==> config.mk <==
export PLATFORM = sky130hd
export DESIGN_NAME = eth_rx_filter
export DESIGN_NICKNAME = d
export VERILOG_FILES = /design/src/rtl/eth_rxf_pkg.sv /design/src/rtl/eth_rxf_addr.sv /design/src/rtl/eth_rxf_verdict.sv /design/src/rtl/eth_rxf_line.sv /design/src/rtl/eth_rx_filter.sv
export SDC_FILE = /design/constraint.sdc
export NUM_CORES = 1
export LEC_CHECK = 0
export ABC_AREA = 1
export CORE_AREA = 2 2 167 169
export DETAILED_ROUTE_END_ITERATION = 16
export DIE_AREA = 0 0 169 171
export SLEW_MARGIN = 20
export SYNTH_ARGS = -nofsm -noshare
export SYNTH_HDL_FRONTEND = slang
export SYNTH_SLANG_ARGS = --single-unit
==> constraint.sdc <==
create_clock -name clk -period 8.8 [get_ports clk]
set_input_delay 1.76 -clock clk [delete_from_list [all_inputs] [get_ports clk]]
set_output_delay 1.76 -clock clk [all_outputs]
set_load 0.02 [all_outputs]
==> src/rtl/eth_rxf_pkg.sv <==
package eth_rxf_pkg;

   localparam int ADDR_BYTES = 6;
   localparam int ADDR_W     = 8 * ADDR_BYTES;

   // one position of the delay line
   typedef struct packed {
      logic       vld;
      logic       first;
      logic       last;
      logic       kill;
      logic [7:0] data;
   } slot_t;

   // destination classification
   typedef struct packed {
      logic ucast;
      logic mcast;
      logic bcast;
      logic own;
   } dcls_t;

   function automatic dcls_t dest_classify(input logic [ADDR_W-1:0] d,
                                           input logic [ADDR_W-1:0] me);
      dcls_t c;
      c.bcast = &d;
      c.ucast = ~d[ADDR_W-8];
      c.mcast = d[ADDR_W-8] & ~c.bcast;
      c.own   = (d == me);
      return c;
   endfunction

endpackage

==> src/rtl/eth_rxf_addr.sv <==
module eth_rxf_addr
   import eth_rxf_pkg::*;
#(
   parameter int LEN_W     = 12,
   parameter bit BC_VIA_MC = 1'b0
) (
   input  logic              clk,
   input  logic              rst_n,
   input  logic              byte_we,
   input  logic [LEN_W-1:0]  byte_pos,
   input  logic [7:0]        byte_in,
   input  logic [ADDR_W-1:0] station,
   input  logic              rx_en,
   input  logic              uc_all,
   input  logic              mc_all,
   input  logic              bc_ok,
   output dcls_t             cls_now,
   output logic              pass_now,
   output logic              pass_held
);

   logic [ADDR_W-1:0] dest_q;
   logic [ADDR_W-1:0] dest_n;
   logic              bc_allow;
   dcls_t             cls_held;

   // byte b of the frame lands in the b-th most significant octet
   for (genvar b = 0; b < ADDR_BYTES; b++) begin : g_octet
      assign dest_n[ADDR_W-1-8*b -: 8] =
         (byte_we && byte_pos == LEN_W'(b)) ? byte_in : dest_q[ADDR_W-1-8*b -: 8];
   end

   if (BC_VIA_MC) begin : g_bc_wide
      assign bc_allow = bc_ok | mc_all;
   end else begin : g_bc_strict
      assign bc_allow = bc_ok;
   end

   function automatic logic admit(input dcls_t c, input logic en, input logic u,
                                  input logic m, input logic b);
      logic ok;
      if (c.ucast)      ok = c.own | u;
      else if (c.bcast) ok = b;
      else              ok = m;
      return en & ok;
   endfunction

   always_ff @(posedge clk) begin
      if (!rst_n)       dest_q <= '0;
      else if (byte_we) dest_q <= dest_n;
   end

   always_comb begin
      cls_now   = dest_classify(dest_n, station);
      cls_held  = dest_classify(dest_q, station);
      pass_now  = admit(cls_now, rx_en, uc_all, mc_all, bc_allow);
      pass_held = admit(cls_held, rx_en, uc_all, mc_all, bc_allow);
   end

endmodule

==> src/rtl/eth_rxf_verdict.sv <==
module eth_rxf_verdict
   import eth_rxf_pkg::*;
#(
   parameter int MIN_LEN   = 64,
   parameter int MAX_LEN   = 1536,
   parameter int LEN_W     = 12,
   parameter int FCS_BYTES = 4
) (
   input  logic             clk,
   input  logic             rst_n,
   input  logic             in_valid,
   input  logic             in_sof,
   input  logic             in_eof,
   input  logic             fcs_bad,
   input  logic             long_ok,
   input  logic             keep_bad,
   input  logic             strip,
   input  dcls_t            cls_now,
   input  logic             pass_now,
   output logic [LEN_W-1:0] byte_pos,
   output logic             vd_valid,
   output logic             vd_accept,
   output logic             vd_ucast,
   output logic             vd_mcast,
   output logic             vd_bcast,
   output logic             vd_short,
   output logic             vd_long,
   output logic             vd_bad,
   output logic [LEN_W-1:0] vd_len
);

   localparam logic [LEN_W-1:0] CNT_TOP = '1;
   localparam logic [LEN_W-1:0] MIN_L   = LEN_W'(MIN_LEN);
   localparam logic [LEN_W-1:0] MAX_L   = LEN_W'(MAX_LEN);
   localparam logic [LEN_W-1:0] FCS_L   = LEN_W'(FCS_BYTES);

   logic [LEN_W-1:0] cnt_q, cnt_n, dlv_len;
   logic             fin, is_short, is_long, take;

   always_comb begin
      if (in_sof)               cnt_n = LEN_W'(1);
      else if (cnt_q == CNT_TOP) cnt_n = CNT_TOP;
      else                      cnt_n = cnt_q + 1'b1;
      byte_pos = cnt_n - 1'b1;
      fin      = in_valid & in_eof;
      is_short = cnt_n < MIN_L;
      is_long  = cnt_n > MAX_L;
      take     = pass_now & ~is_short & ~(is_long & ~long_ok) & ~(fcs_bad & ~keep_bad);
      if (!strip)            dlv_len = cnt_n;
      else if (cnt_n > FCS_L) dlv_len = cnt_n - FCS_L;
      else                   dlv_len = '0;
   end

   always_ff @(posedge clk) begin
      if (!rst_n) begin
         cnt_q     <= '0;
         vd_valid  <= 1'b0;
         vd_accept <= 1'b0;
         vd_ucast  <= 1'b0;
         vd_mcast  <= 1'b0;
         vd_bcast  <= 1'b0;
         vd_short  <= 1'b0;
         vd_long   <= 1'b0;
         vd_bad    <= 1'b0;
         vd_len    <= '0;
      end else begin
         if (in_valid) cnt_q <= cnt_n;
         vd_valid <= fin;
         if (fin) begin
            vd_accept <= take;
            vd_ucast  <= cls_now.ucast;
            vd_mcast  <= cls_now.mcast;
            vd_bcast  <= cls_now.bcast;
            vd_short  <= is_short;
            vd_long   <= is_long;
            vd_bad    <= fcs_bad;
            vd_len    <= dlv_len;
         end
      end
   end

   a_r11_verdict_after_last: assert property (@(posedge clk) disable iff (!rst_n)
      (in_valid && in_eof) |=> vd_valid);
   a_r11_no_stray_verdict: assert property (@(posedge clk) disable iff (!rst_n)
      !(in_valid && in_eof) |=> !vd_valid);
   a_r4_one_class: assert property (@(posedge clk) disable iff (!rst_n)
      vd_valid |-> $countones({vd_ucast, vd_mcast, vd_bcast}) == 1);
   a_r7_short_rejected: assert property (@(posedge clk) disable iff (!rst_n)
      (vd_valid && vd_short) |-> !vd_accept);
   a_r8_long_gated: assert property (@(posedge clk) disable iff (!rst_n)
      (in_valid && in_eof && !long_ok) |=> !(vd_long && vd_accept));
   a_r9_bad_gated: assert property (@(posedge clk) disable iff (!rst_n)
      (in_valid && in_eof && !keep_bad) |=> !(vd_bad && vd_accept));

endmodule

==> src/rtl/eth_rxf_line.sv <==
module eth_rxf_line
   import eth_rxf_pkg::*;
#(
   parameter int DEPTH     = 6,
   parameter int FCS_BYTES = 4
) (
   input  logic       clk,
   input  logic       rst_n,
   input  logic       in_valid,
   input  logic       in_sof,
   input  logic       in_eof,
   input  logic [7:0] in_data,
   input  logic       strip,
   input  logic       pass_held,
   output logic       out_valid,
   output logic       out_sof,
   output logic       out_eof,
   output logic [7:0] out_data
);

   slot_t line_q [DEPTH];
   slot_t line_n [DEPTH];
   logic  drain_q, advance, fcs_end, any_left;

   assign advance = in_valid | drain_q;
   assign fcs_end = in_valid & in_eof & strip;

   always_comb begin
      line_n[0].vld   = in_valid;
      line_n[0].first = in_sof;
      line_n[0].last  = in_eof & ~strip;
      line_n[0].kill  = fcs_end;
      line_n[0].data  = in_data;
      for (int k = 1; k < DEPTH; k++) begin
         line_n[k] = line_q[k-1];
         if (fcs_end && k < FCS_BYTES)  line_n[k].kill = 1'b1;
         if (fcs_end && k == FCS_BYTES) line_n[k].last = 1'b1;
      end
      any_left = 1'b0;
      for (int k = 0; k < DEPTH; k++) any_left |= line_n[k].vld;
   end

   always_ff @(posedge clk) begin
      if (!rst_n) begin
         for (int k = 0; k < DEPTH; k++) line_q[k] <= '0;
         drain_q   <= 1'b0;
         out_valid <= 1'b0;
         out_sof   <= 1'b0;
         out_eof   <= 1'b0;
         out_data  <= '0;
      end else begin
         if (advance) line_q <= line_n;
         if (in_valid && in_eof) drain_q <= 1'b1;
         else                    drain_q <= drain_q & any_left;
         out_valid <= advance & line_q[DEPTH-1].vld & ~line_q[DEPTH-1].kill & pass_held;
         out_sof   <= advance & line_q[DEPTH-1].first;
         out_eof   <= advance & line_q[DEPTH-1].last;
         if (advance) out_data <= line_q[DEPTH-1].data;
      end
   end

   // the line must be empty before the next frame begins
   a_r12_gap_kept: assert property (@(posedge clk) disable iff (!rst_n)
      drain_q |-> !in_valid);
   a_r10_eof_with_byte: assert property (@(posedge clk) disable iff (!rst_n)
      (out_eof || out_sof) |-> out_valid || !pass_held || $past(strip));

endmodule

==> src/rtl/eth_rx_filter.sv <==
module eth_rx_filter
   import eth_rxf_pkg::*;
#(
   parameter int MIN_LEN   = 64,
   parameter int MAX_LEN   = 1536,
   parameter int LEN_W     = 12,
   parameter int FCS_BYTES = 4,
   parameter bit BC_VIA_MC = 1'b0
) (
   input  logic             clk,
   input  logic             rst_n,
   input  logic             in_valid,
   input  logic             in_sof,
   input  logic             in_eof,
   input  logic [7:0]       in_data,
   input  logic             in_fcs_bad,
   input  logic             cfg_rx_en,
   input  logic             cfg_uc_all,
   input  logic             cfg_mc_all,
   input  logic             cfg_bc_ok,
   input  logic             cfg_long_ok,
   input  logic             cfg_keep_bad,
   input  logic             cfg_strip_fcs,
   input  logic [47:0]      station_addr,
   output logic             out_valid,
   output logic             out_sof,
   output logic             out_eof,
   output logic [7:0]       out_data,
   output logic             vd_valid,
   output logic             vd_accept,
   output logic             vd_ucast,
   output logic             vd_mcast,
   output logic             vd_bcast,
   output logic             vd_short,
   output logic             vd_long,
   output logic             vd_bad,
   output logic [LEN_W-1:0] vd_len
);

   localparam int DEPTH = (ADDR_BYTES > FCS_BYTES) ? ADDR_BYTES : FCS_BYTES + 1;

   if (FCS_BYTES < 1) begin : g_chk_fcs
      $error("FCS_BYTES must be at least 1");
   end
   if (MIN_LEN <= FCS_BYTES || MIN_LEN > MAX_LEN) begin : g_chk_bounds
      $error("length bounds out of order");
   end
   if (MAX_LEN >= (1 << LEN_W) - 1) begin : g_chk_width
      $error("LEN_W too narrow for MAX_LEN");
   end

   logic [LEN_W-1:0] byte_pos;
   dcls_t            cls_now;
   logic             pass_now, pass_held;

   eth_rxf_addr #(.LEN_W(LEN_W), .BC_VIA_MC(BC_VIA_MC)) u_addr (
      .clk(clk), .rst_n(rst_n),
      .byte_we(in_valid), .byte_pos(byte_pos), .byte_in(in_data),
      .station(station_addr), .rx_en(cfg_rx_en), .uc_all(cfg_uc_all),
      .mc_all(cfg_mc_all), .bc_ok(cfg_bc_ok),
      .cls_now(cls_now), .pass_now(pass_now), .pass_held(pass_held)
   );

   eth_rxf_verdict #(.MIN_LEN(MIN_LEN), .MAX_LEN(MAX_LEN), .LEN_W(LEN_W),
                     .FCS_BYTES(FCS_BYTES)) u_verdict (
      .clk(clk), .rst_n(rst_n),
      .in_valid(in_valid), .in_sof(in_sof), .in_eof(in_eof), .fcs_bad(in_fcs_bad),
      .long_ok(cfg_long_ok), .keep_bad(cfg_keep_bad), .strip(cfg_strip_fcs),
      .cls_now(cls_now), .pass_now(pass_now), .byte_pos(byte_pos),
      .vd_valid(vd_valid), .vd_accept(vd_accept), .vd_ucast(vd_ucast),
      .vd_mcast(vd_mcast), .vd_bcast(vd_bcast), .vd_short(vd_short),
      .vd_long(vd_long), .vd_bad(vd_bad), .vd_len(vd_len)
   );

   eth_rxf_line #(.DEPTH(DEPTH), .FCS_BYTES(FCS_BYTES)) u_line (
      .clk(clk), .rst_n(rst_n),
      .in_valid(in_valid), .in_sof(in_sof), .in_eof(in_eof), .in_data(in_data),
      .strip(cfg_strip_fcs), .pass_held(pass_held),
      .out_valid(out_valid), .out_sof(out_sof), .out_eof(out_eof), .out_data(out_data)
   );

   a_r6_disabled_rejects: assert property (@(posedge clk) disable iff (!rst_n)
      (in_valid && in_eof && !cfg_rx_en) |=> !vd_accept);

endmodule

== Word level (Yosys, flattened, before mapping) ==
Index checks and enable logic that the tools add are counted.
W data, S select, Z words.

* $add $sub $neg: 3
* Magnitude comparators: 3
* Equal/unequal tests: 8
* Muxes and demuxes: 19
* Bitwise logic cells: 34
* Reductions and logical operators: 10

{| class="wikitable"
|+ Operators with widths
! operator !! count
|-
| $eq A48 B48 Y1 || 2
|-
| $reduce_and A48 Y1 || 2
|-
| $mux W12 || 4
|-
| $mux W8 || 6
|-
| $eq A12 B2 Y1 const B || 2
|-
| $eq A12 B3 Y1 const B || 2
|-
| $and A1 B1 Y1 || 17
|-
| $add A12 B1 Y12 const B || 1
|-
| $eq A12 B1 Y1 const B || 1
|-
| $eq A12 B12 Y1 const B || 1
|-
| $gt A12 B11 Y1 const B || 1
|-
| $gt A12 B3 Y1 const B || 1
|-
| $logic_not A12 Y1 || 1
|-
| $lt A12 B7 Y1 const B || 1
|-
| $sub A12 B1 Y12 const B || 1
|-
| $sub A12 B3 Y12 const B || 1
|-
| $mux W1 || 9
|-
| $not A1 Y1 || 9
|-
| $or A1 B1 Y1 || 8
|-
| $logic_and A1 B1 Y1 || 7
|}

* Register bits: 164
* Output and inout bits: 31

== Depth between registers and ports, before layout ==
Gate-level depths: netlist of the first run.

* Word-level depth: 14
* Depth in mapped cells: 32
* Gate-level depth less buffers: 30

== Modules after synthesis ==
From an unflattened synthesis of the first run, not the netlist that was laid out.

* Cells, all modules: 1,520
* Area total of the unflattened synthesis: 9,599.2 um2

{| class="wikitable"
|+ By module, submodules not included
! module !! times used !! cells an instance !! area an instance (um2)
|-
| eth_rxf_addr || 1 || 833 || 4,444.3
|-
| eth_rxf_line || 1 || 366 || 2,924.1
|-
| eth_rxf_verdict || 1 || 321 || 2,230.9
|}

== Least setup slack after synthesis of the first run ==
No wires, ideal clock.

* Path kind: input -> register
* Start point: in in_sof
* End point: reg u_verdict.vd_accept
* Setup time: 0.113 ns
* Arrival time: 4.193 ns
* Required time: 8.687 ns
* Slack: 4.494 ns
* Stages: 24
* Path buffers: 3
* Cell sequence: inv_1 -> buf_2 -> nand2_1 -> ha_1 -> nand2_1 -> nand3_1 -> nor2_1 -> nand3_1 -> nand2_1 -> nand2_2 -> nor2_8 -> buf_6 -> buf_6 -> nand3_1 -> nand2_1 -> nand3_1 -> nor2_1 -> nand2_1 -> nor2_1 -> nand3_1 -> nand2_1 -> nand3_1 -> nand3_1 -> nand2_1

* Cells in the longest elaborated chain, start to end: 12

{| class="wikitable"
|+ Ends and longest elaborated chain
! element !! line !! source
|-
| start: declaration || eth_rx_filter.sv:13 || <nowiki>input logic in_sof,</nowiki>
|-
| $mux W12 * || eth_rxf_verdict.sv:41 || <nowiki>if (in_sof) cnt_n = LEN_W'(1);</nowiki>
|-
| $sub A12 B1 Y12 || eth_rxf_verdict.sv:44 || <nowiki>byte_pos = cnt_n - 1'b1;</nowiki>
|-
| $eq A12 B3 Y1, or another cell as far along || eth_rxf_addr.sv:30 || <nowiki>(byte_we && byte_pos == LEN_W'(b)) ? byte_in : dest_q[ADDR_W-1-8*b -: 8];</nowiki>
|-
| $logic_and A1 B1 Y1 || eth_rxf_addr.sv:30 ||
|-
| $mux W8 || eth_rxf_addr.sv:30 ||
|-
| $eq A48 B48 Y1 or $reduce_and A48 Y1 (tied branches) || eth_rxf_pkg.sv:29, eth_rxf_pkg.sv:26 ||
|-
| $or A1 B1 Y1 or $mux W1 (tied branches) || eth_rxf_addr.sv:42, eth_rxf_addr.sv:43 ||
|-
| $mux W1 || eth_rxf_addr.sv:42 || <nowiki>if (c.ucast) ok = c.own | u;</nowiki>
|-
| $and A1 B1 Y1 || eth_rxf_addr.sv:45 || <nowiki>return en & ok;</nowiki>
|-
| $and A1 B1 Y1 || eth_rxf_verdict.sv:48 || <nowiki>take = pass_now & ~is_short & ~(is_long & ~long_ok) & ~(fcs_bad & ~keep_bad);</nowiki>
|-
| $and A1 B1 Y1 * (2 in a row) || eth_rxf_verdict.sv:48 ||
|-
| end signal: assignment || eth_rxf_verdict.sv:70 || <nowiki>vd_accept <= take;</nowiki>
|-
| end: declaration || eth_rxf_verdict.sv:22 || <nowiki>output logic vd_accept,</nowiki>
|}

Mark *: on every way between the ends. The rest lies on a longest branch, timed or not.
A chain may end at the register's enable or synchronous reset.

== Final worst setup path of the first run ==
Ends and elaborated chain as after synthesis.

==> results of run 1 <==
-- layout by cell type, fill, tap and decap left out, drive strengths merged, types with 17 or more instances in the layout --
| master | instances |
|---|---|
| nor2 | 219 |
| nand3 | 127 |
| inv | 128 |
| o21ai | 113 |
| nand2 | 424 |
| nand4 | 29 |
| xnor2 | 39 |
| clkbuf | 17 |
| clkdlybuf4s50 | 98 |
| a21oi | 54 |
| dfxtp | 164 |
-- layer usage --
layer  share of wire [%]  vias to the layer above
met5                   0                        -
met4                 3.3                        0
met3                 7.7                       60
met2                  44                      371
met1                  45                     4189
li1                    -                     4662
-- power breakdown --
part	internal, W	switching [W]
Clock	0.000414	0.000387
Combinational	0.000119	0.000224
Sequential	0.000786	0.0000281
-- sequential cells by signal (all words and copies together) (netlist names), 8 cells and up --
| name | flops |
|---|---|
| u_line.line_n | 56 |
| u_addr.dest_q | 48 |
| u_line.line_q | 16 |
| u_verdict.cnt_q | 12 |
| u_verdict.vd_len | 12 |
| u_line.out_data | 8 |
-- logic make-up (layout without fill, tap and decap cells) --
family,count (synthesis),after routing,synth area share [%]
xor+xnor,46,46,4.42
compound gates,180,180,10.5
fa+ha+maj,4,4,0.550
buf+inv,179,262,8.27
mux,2,2,0.234
simple gates,830,830,40.0
flops,164,164,36.1
-- synth_stat cells, types with 2 or more instances --
cell       count
nor3_1         7
buf_2          5
dfxtp_1      164
nor4_1         8
xnor2_1       39
nand4_1       28
clkbuf_1      36
ha_1           4
o2111ai_1      5
nand3b_1      14
nor2_4         5
nand2_4        3
clkinv_1       4
buf_4          4
a31o_2         2
a21oi_1       54
nor2_1       205
o21ai_0      109
nand3_1      120
o21ai_2        2
xor2_1         7
nor2_2         6
nand2_1      406
nand2_2       15
buf_6          8
nor2_8         3
inv_1        119
inv_2          3
nand3_2        6
a31oi_1        2
o21ai_1        2
-- final cells by class --
type                       instances  share of cell area, %
inverter                         126                   4.33
clock inverter                    15                   1.87
sequential                       164                   30.1
tap                              346                   3.96
clock buffer                      17                   3.90
timing repair buffer             104                   9.37
multi-input combinational       1062                   46.5
-- final timing paths --
check	slack [ns]	cells after the start	startpoint	to
min	0.45	2	u_line.line_q[8]	u_line.line_q[8]
min reg2reg	0.45	2	u_line.line_q[8]	u_line.line_q[8]
max	3.09	23	in_sof	u_verdict.vd_accept
max reg2reg	4.11	26	u_verdict.cnt_q[1]	u_verdict.vd_accept
-- critical path, delay by kind of cell --
| kind | cells | cell delay (ns) |
|---|---|---|
| compound gates | 1 | 0.19 |
| buf+inv | 3 | 1.21 |
| fa+ha+maj | 1 | 0.27 |
| simple gates | 18 | 2.57 |
-- metrics by stage --
| step | cells | utilization [%] | total power [W] |
|---|---|---|---|
| after CTS | 1834 | 40.0 | 0.00197 |
| after floorplan | 1405 | - | 0.00105 |
| after global routing | 1834 | 40.0 | 0.00204 |
| after detailed placement | 1802 | 37.7 | 0.00117 |
| final | 1834 | 40.0 | 0.00196 |
| after global placement | 1802 | 37.7 | 0.00117 |
==> parameters.txt, run 1 <==
Parameter                              Value

Setup path
  Category of the worst setup path launch point ... input pin
  Slowest cell on the critical path ... nor2_8
  Type of element capturing the critical path ... register
  Critical Path Most Common Cell ... nand2_1
  Startpoint-to-endpoint class of the critical path ... in2reg
  Required time reported for the critical path endpoint ... approximately 9.1 ns
  Crit path cell chain ... clkdlybuf4s50_1, inv_1, nand2_1, ha_1, nand2_1, nand3_1, nor2_1, nand3_1, nand2_1, nand2_2, nor2_8, buf_4, nand2_2, o21ai_2, nand2_1, nor2_1, nand2_1, nor2_1, nand3_1, nand2_1, nand3_1, nand3_1, nand2_1
  Maximum fanout count along the critical path ... 54
  Arrival time at the worst endpoint ... 6.04 ns
  Peak per-stage delay on the critical path ... approximately 0.63 ns

GRT
  Total grt overflow ... 0
  Maximum number of pins on one net before global-route repair ... slightly above 100
  Global-route track usage on met2 ... between 30% and 40%
  Global-route wire length before repair ... a little under 50 mm
  Antenna violations before repair ... 1
  Combined global-route utilization of all metal layers ... 21.6%
  Met1 track demand over resource in global routing ... around 29%
  Global-route track usage on met3 ... about 3.9%
  Vias in the first global route ... between 8000 and 9000
  Most Used Layer, Global Route ... met2

Synth
  Instance count of the mapped netlist ... 1405
  Area share of the largest cell type after synthesis ... a little over a third
  Cell variety after synth ... between 40 and 50
  Main area contributors after synthesis ... dfxtp_1 36%, nand2_1 17%, nor2_1 8.5%
  Async SR Flop Fraction ... 0%
  Cell Area, Synth ... 0.00911 mm^2
  Post-synthesis sequential element count ... around 160
  Post-Synthesis Net Count ... 1478
  Predominant post-synthesis flop cell ... dfxtp_1
  Biggest area consumer among synthesized cells ... dfxtp_1
  Post-synthesis sequential area ratio ... a little over a third
  Number of warnings reported in the yosys synthesis log ... 0
  Number of synthesized flops with an enable pin ... 0
  Avg Cell Area, Syn ... about 6.5 um^2

Clock network
  Clock sink total ... roughly 160
  Number of buffers inserted during clock tree synthesis ... 17
  TritonCTS clock tree ... done
  Max clock buf depth ... 2
  Clock root buffer ... clkbuf_16
  Clock transition at the registers of the reported paths ... approximately 0.07 ns
  Setup fix buffers added after clock tree synthesis ... 0
  Number of H-tree branching levels ... 4
  Number of hold buffers added after CTS ... 0
  Insertion delay of the later-clocked pin in the worst-skew pair ... around 0.44 ns
  CTS-repair resized insts ... 0

Power and ir drop
  Worst-case vdd ir drop ... around 0.00013 V
  Power density over the cells ... roughly 180 mW/mm^2
  Leakage Power ... 4.80 nW

STA
  Portion of the clock cycle consumed by the worst path in the final layout ... about two thirds
  Max frequency ... around 180 MHz
  Number of pins with negative max-slew slack in the final report ... 0
  Max Clock Skew ... 0.00896 ns
  Final worst path period need ... approximately 5.7 ns
  Final hold violations ... 0
  Setup-failing EPs final ... 0
  RSZ-0062 raised after global routing ... false
  Post-route setup slack ... 3.09 ns
  Worst hold-check slack ... 0.454 ns
  Total negative setup slack ... 0 ns
  Actual slew at the worst max-slew pin ... ~1.1 ns
  Slew headroom ... approximately 30%

Placement
  Buffers on Ports ... 99
  Pre-CTS worst setup slack ... 2.70 ns
  Area after DPL ... between 0.01 and 0.015 mm^2
  Final Wtd Congestion ... a little over 0.9
  Detailed placement HPWL ... around 22 mm

Floorplan
  Initial core utilization ... between 30% and 40%
  Die width ... ~170 um
  Cell Rows ... between 60 and 70
  Number of top-level pins ... 100
  Floorplan die area ... ~0.029 mm^2
  DIE HEIGHT ... around 170 um
  Core outline area ... about 0.027 mm^2

Detailed routing
  Remaining design rule violation count ... 0
  Drt wl/cell ... around 17 um
  Violation count after the first detailed-routing iteration ... around 1200
  Antenna Nets Post-Route ... 0
  Via count ... a little over 9000
  Final wirelength ... a little over 30 mm
  Routed vias/inst ... 5.06
  DRT Pass-1 Iters ... 7

Hold path
  Type of the most critical hold path ... reg2reg

Finish
  Post-route cell area ... between 0.01 and 0.015 mm^2
  Sequential cell area in the final layout ... between 0.003 and 0.004 mm^2
  Fillcell total ... just under 3000
  Proportion of layout cells with a drive suffix above 1 ... ~6%
  Footprint of the multi-input gates ... 0.00508 mm^2
  Synth-to-Final Area Change ... 19.9%
  Inserted Diodes ... 0
  Final nets ... around 1500

Status
  Run status ... complete, no violations

Job
  MaxCap Viol Count ... 0
No activity file was read; power rests on OpenSTA's default activity.
==> inputs of run 2 (changes only) <==
==> constraint.sdc (replaced) <==
create_clock -name clk -period 5 [get_ports clk]
set_input_delay 1 -clock clk [delete_from_list [all_inputs] [get_ports clk]]
set_output_delay 1 -clock clk [all_outputs]
set_load 0.02 [all_outputs]
==> run 2 against run 1 <==
Net effect:
- via count rose by 0.75%
- routed wire length fell by 0.28%
- total power increased by 75%
- final cell count rose by 0.33%
- sequential share of layout area fell by 0.14 points
- worst hold slack worse by 0.0010 ns
- utilization increased by 0.18 points
- die area unchanged
- sequential power rose by 76%
- clock skew up 0.0062 ns
- largest power group unchanged
- highest routed layer unchanged
==> parameters.txt, run 2 (synthesized netlist as in run 1, its figures left out) <==
Parameter                              Value

Power and ir drop
  Worst-case vdd ir drop ... 0.000197 V (+57%)
  Leakage Power ... 4.83 nW (+0.57%)
  Power density over the cells ... 313 mW/mm^2 (+75%)

Placement
  Buffers on Ports ... 99 (unchanged)
  Final Wtd Congestion ... 0.968 (+4.2%)
  Detailed placement HPWL ... 22.5 mm (+1.3%)

GRT
  Combined global-route utilization of all metal layers ... 21.4% (-0.22 points)
  Global-route wire length before repair ... 47.6 mm (-1.5%)
  Antenna violations before repair ... 1 (unchanged)
  Maximum number of pins on one net before global-route repair ... 102 (-0.97%)
  Vias in the first global route ... 8702 (+1.7%)
  Total grt overflow ... 0 (unchanged)

Setup path
  Reg-to-Reg Start ... u_verdict.cnt_q[0]
  Startpoint-to-endpoint class of the critical path ... reg2reg
  Peak per-stage delay on the critical path ... 0.38 ns (-0.25 ns)
  Destination of the critical timing path ... u_verdict.vd_accept
  Register-to-register setup slack ... 0.77 ns (-3.34 ns)
  Critical Path Most Common Cell ... nand2_1
  Slowest cell on the critical path ... dfxtp_1
  Required time reported for the critical path endpoint ... 5.35 ns (-3.78 ns)
  Worst reg2reg path depth ... 27 (+3.8%)
  Delay-heaviest family, CP ... simple AND/OR/NAND/NOR gates
  Category of the worst setup path launch point ... register
  Buf+Inv Stages, Crit Path ... 1 (-2)
  Type of element capturing the critical path ... register
  Terminus of the critical flop-to-flop path ... u_verdict.vd_accept
  Maximum fanout count along the critical path ... 15 (-72%)
  Critical path depth ... 27 (+17%)
  Startpoint of the worst setup timing path ... u_verdict.cnt_q[0]
  Arrival time at the worst endpoint ... 4.58 ns (-1.46 ns)

Detailed routing
  Final wirelength ... 30.8 mm (-0.28%)
  Remaining design rule violation count ... 0 (unchanged)
  Violation count after the first detailed-routing iteration ... 1055 (-15%)
  Routed vias/inst ... 5.08 (+0.43%)
  Drt wl/cell ... 16.7 um (-0.61%)
  DRT Pass-1 Iters ... 8 (+1)
  Via count ... 9352 (+0.75%)
  Antenna Nets Post-Route ... 0 (unchanged)

STA
  Max frequency ... 237 MHz
  Setup-failing EPs final ... 0 (unchanged)
  Number of pins with negative max-slew slack in the final report ... 0 (unchanged)
  Slew headroom ... 44.0% (+14 points)
  Max Clock Skew ... 0.0151 ns (+0.00615 ns)
  Actual slew at the worst max-slew pin ... 0.840 ns (-0.212 ns)
  RSZ-0062 raised after global routing ... false
  Total negative setup slack ... 0 ns (unchanged)
  Final hold violations ... 0 (unchanged)
  Worst hold-check slack ... 0.453 ns (-0.00103 ns)
  Portion of the clock cycle consumed by the worst path in the final layout ... 84.5%
  Final worst path period need ... about 4.2 ns

Floorplan
  Number of top-level pins ... 100 (unchanged)
  Floorplan die area ... 0.0289 mm^2 (unchanged)
  Initial core utilization ... 33.3% (unchanged)
  Core outline area ... 0.0273 mm^2 (unchanged)
  Cell Rows ... 61 (unchanged)
  DIE HEIGHT ... 171 um (unchanged)
  Die width ... 169 um (unchanged)

Finish
  Synth-to-Final Area Change ... 20.5%
  Fillcell total ... 2913 (-0.034%)
  Proportion of layout cells with a drive suffix above 1 ... 6.30% (+0.31 points)
  Largest register FFs ... 56 (unchanged)
  Final nets ... 1553 (+0.32%)
  Most used cells in the layout excluding fill and tap cells ... 406 x nand2_1, 204 x nor2_1, 164 x dfxtp_1, 120 x nand3_1, 118 x inv_1
  Most common cell after layout, fill and taps aside ... nand2_1

Clock network
  TritonCTS clock tree ... done
  Clock transition at the registers of the reported paths ... 0.08 ns (about the same)
  Number of buffers inserted during clock tree synthesis ... 17 (unchanged)
  Setup fix buffers added after clock tree synthesis ... 0 (unchanged)
  CTS-repair resized insts ... 0 (unchanged)
  Clock root buffer ... clkbuf_16
  Max clock buf depth ... 2 (unchanged)
  Number of H-tree branching levels ... 4 (unchanged)
  Number of hold buffers added after CTS ... 0 (unchanged)
  Insertion delay of the later-clocked pin in the worst-skew pair ... 0.45 ns (about the same)
  Clock sink total ... 164 (unchanged)

Status
  Run status ... complete, no violations

Job
  MaxCap Viol Count ... 0 (unchanged)

Hold path
  Type of the most critical hold path ... reg2reg
run 2: cell types whose count changed in the layout (fill, tap and decap cells not counted):
cell        delta
clkinv_8       +2
inv_8          -2
clkinv_4       +1
clkinvlp_4     -1
buf_4          +4
bufinv_16      -1
diode_2        +1
inv_12         +1
buf_12         +1
run 2: tightest hold or removal path: stages, from the launching register on:
cell and delay [ns]:
dfxtp_1 0.30, inv_1 0.06, nor3_1 0.05
run 2: worst min path at each step:
| stage | startpoint | depth (start not counted) | end |
|---|---|---|---|
| CTS | u_line.line_q[10] | 2 | u_line.out_sof |
| detailed placement | u_line.line_q[10] | 2 | u_line.out_sof |
| global route | u_line.line_q[10] | 2 | u_line.out_sof |
| finish | u_line.line_q[10] | 2 | u_line.out_sof |
| global placement | u_line.line_q[8] | 2 | u_line.line_q[8] |
| floorplan | u_line.line_q[9] | 2 | u_line.out_eof |
run 2: metrics by stage:
stage / total power, W / cells / setup slack, ns / instance area [um^2] / util (%)
finish: 0.00343 / 1840 / 0.773 / 11000 / 40.1
global route: 0.00358 / 1839 / 0.366 / 11000 / 40.1
CTS: 0.00346 / 1839 / 0.790 / 11000 / 40.1
detailed placement: 0.00207 / 1807 / 0.450 / 10300 / 37.8
global placement: 0.00207 / 1807 / 0.549 / 10300 / 37.8
floorplan: 0.00184 / 1405 / 1.45 / 9110 / -
run 2: final cells by class:
type                    count  area (um^2)  area share, %
multi-input cells        1062         5080           46.3
flip-flops and latches    164         3280           29.9
repair buffers            109         1070           9.79
inverters                 126          473           4.31
well taps                 346          433           3.95
clock buffers              17          425           3.88
clock inverters            15          201           1.84
diodes                      1         2.50         0.0228
run 2: where the power goes:
group / switching (W) / total [W] / internal, W / leakage (nW)
registers: 0.0000495 / 0.00143 / 0.00138 / 1.34
logic: 0.000396 / 0.000617 / 0.000220 / 3.19
clock network: 0.000696 / 0.00138 / 0.000687 / 0.300
run 2: layer usage:
metal | track usage [%] | vias to the layer above | share of wire (%)
met2 | 33.3 | 381 | 43
li1 | - | 4675 | -
met3 | 4.58 | 76 | 7.9
met5 | 0 | - | 0
met1 | 28.1 | 4220 | 44
met4 | 10.6 | 0 | 4.4
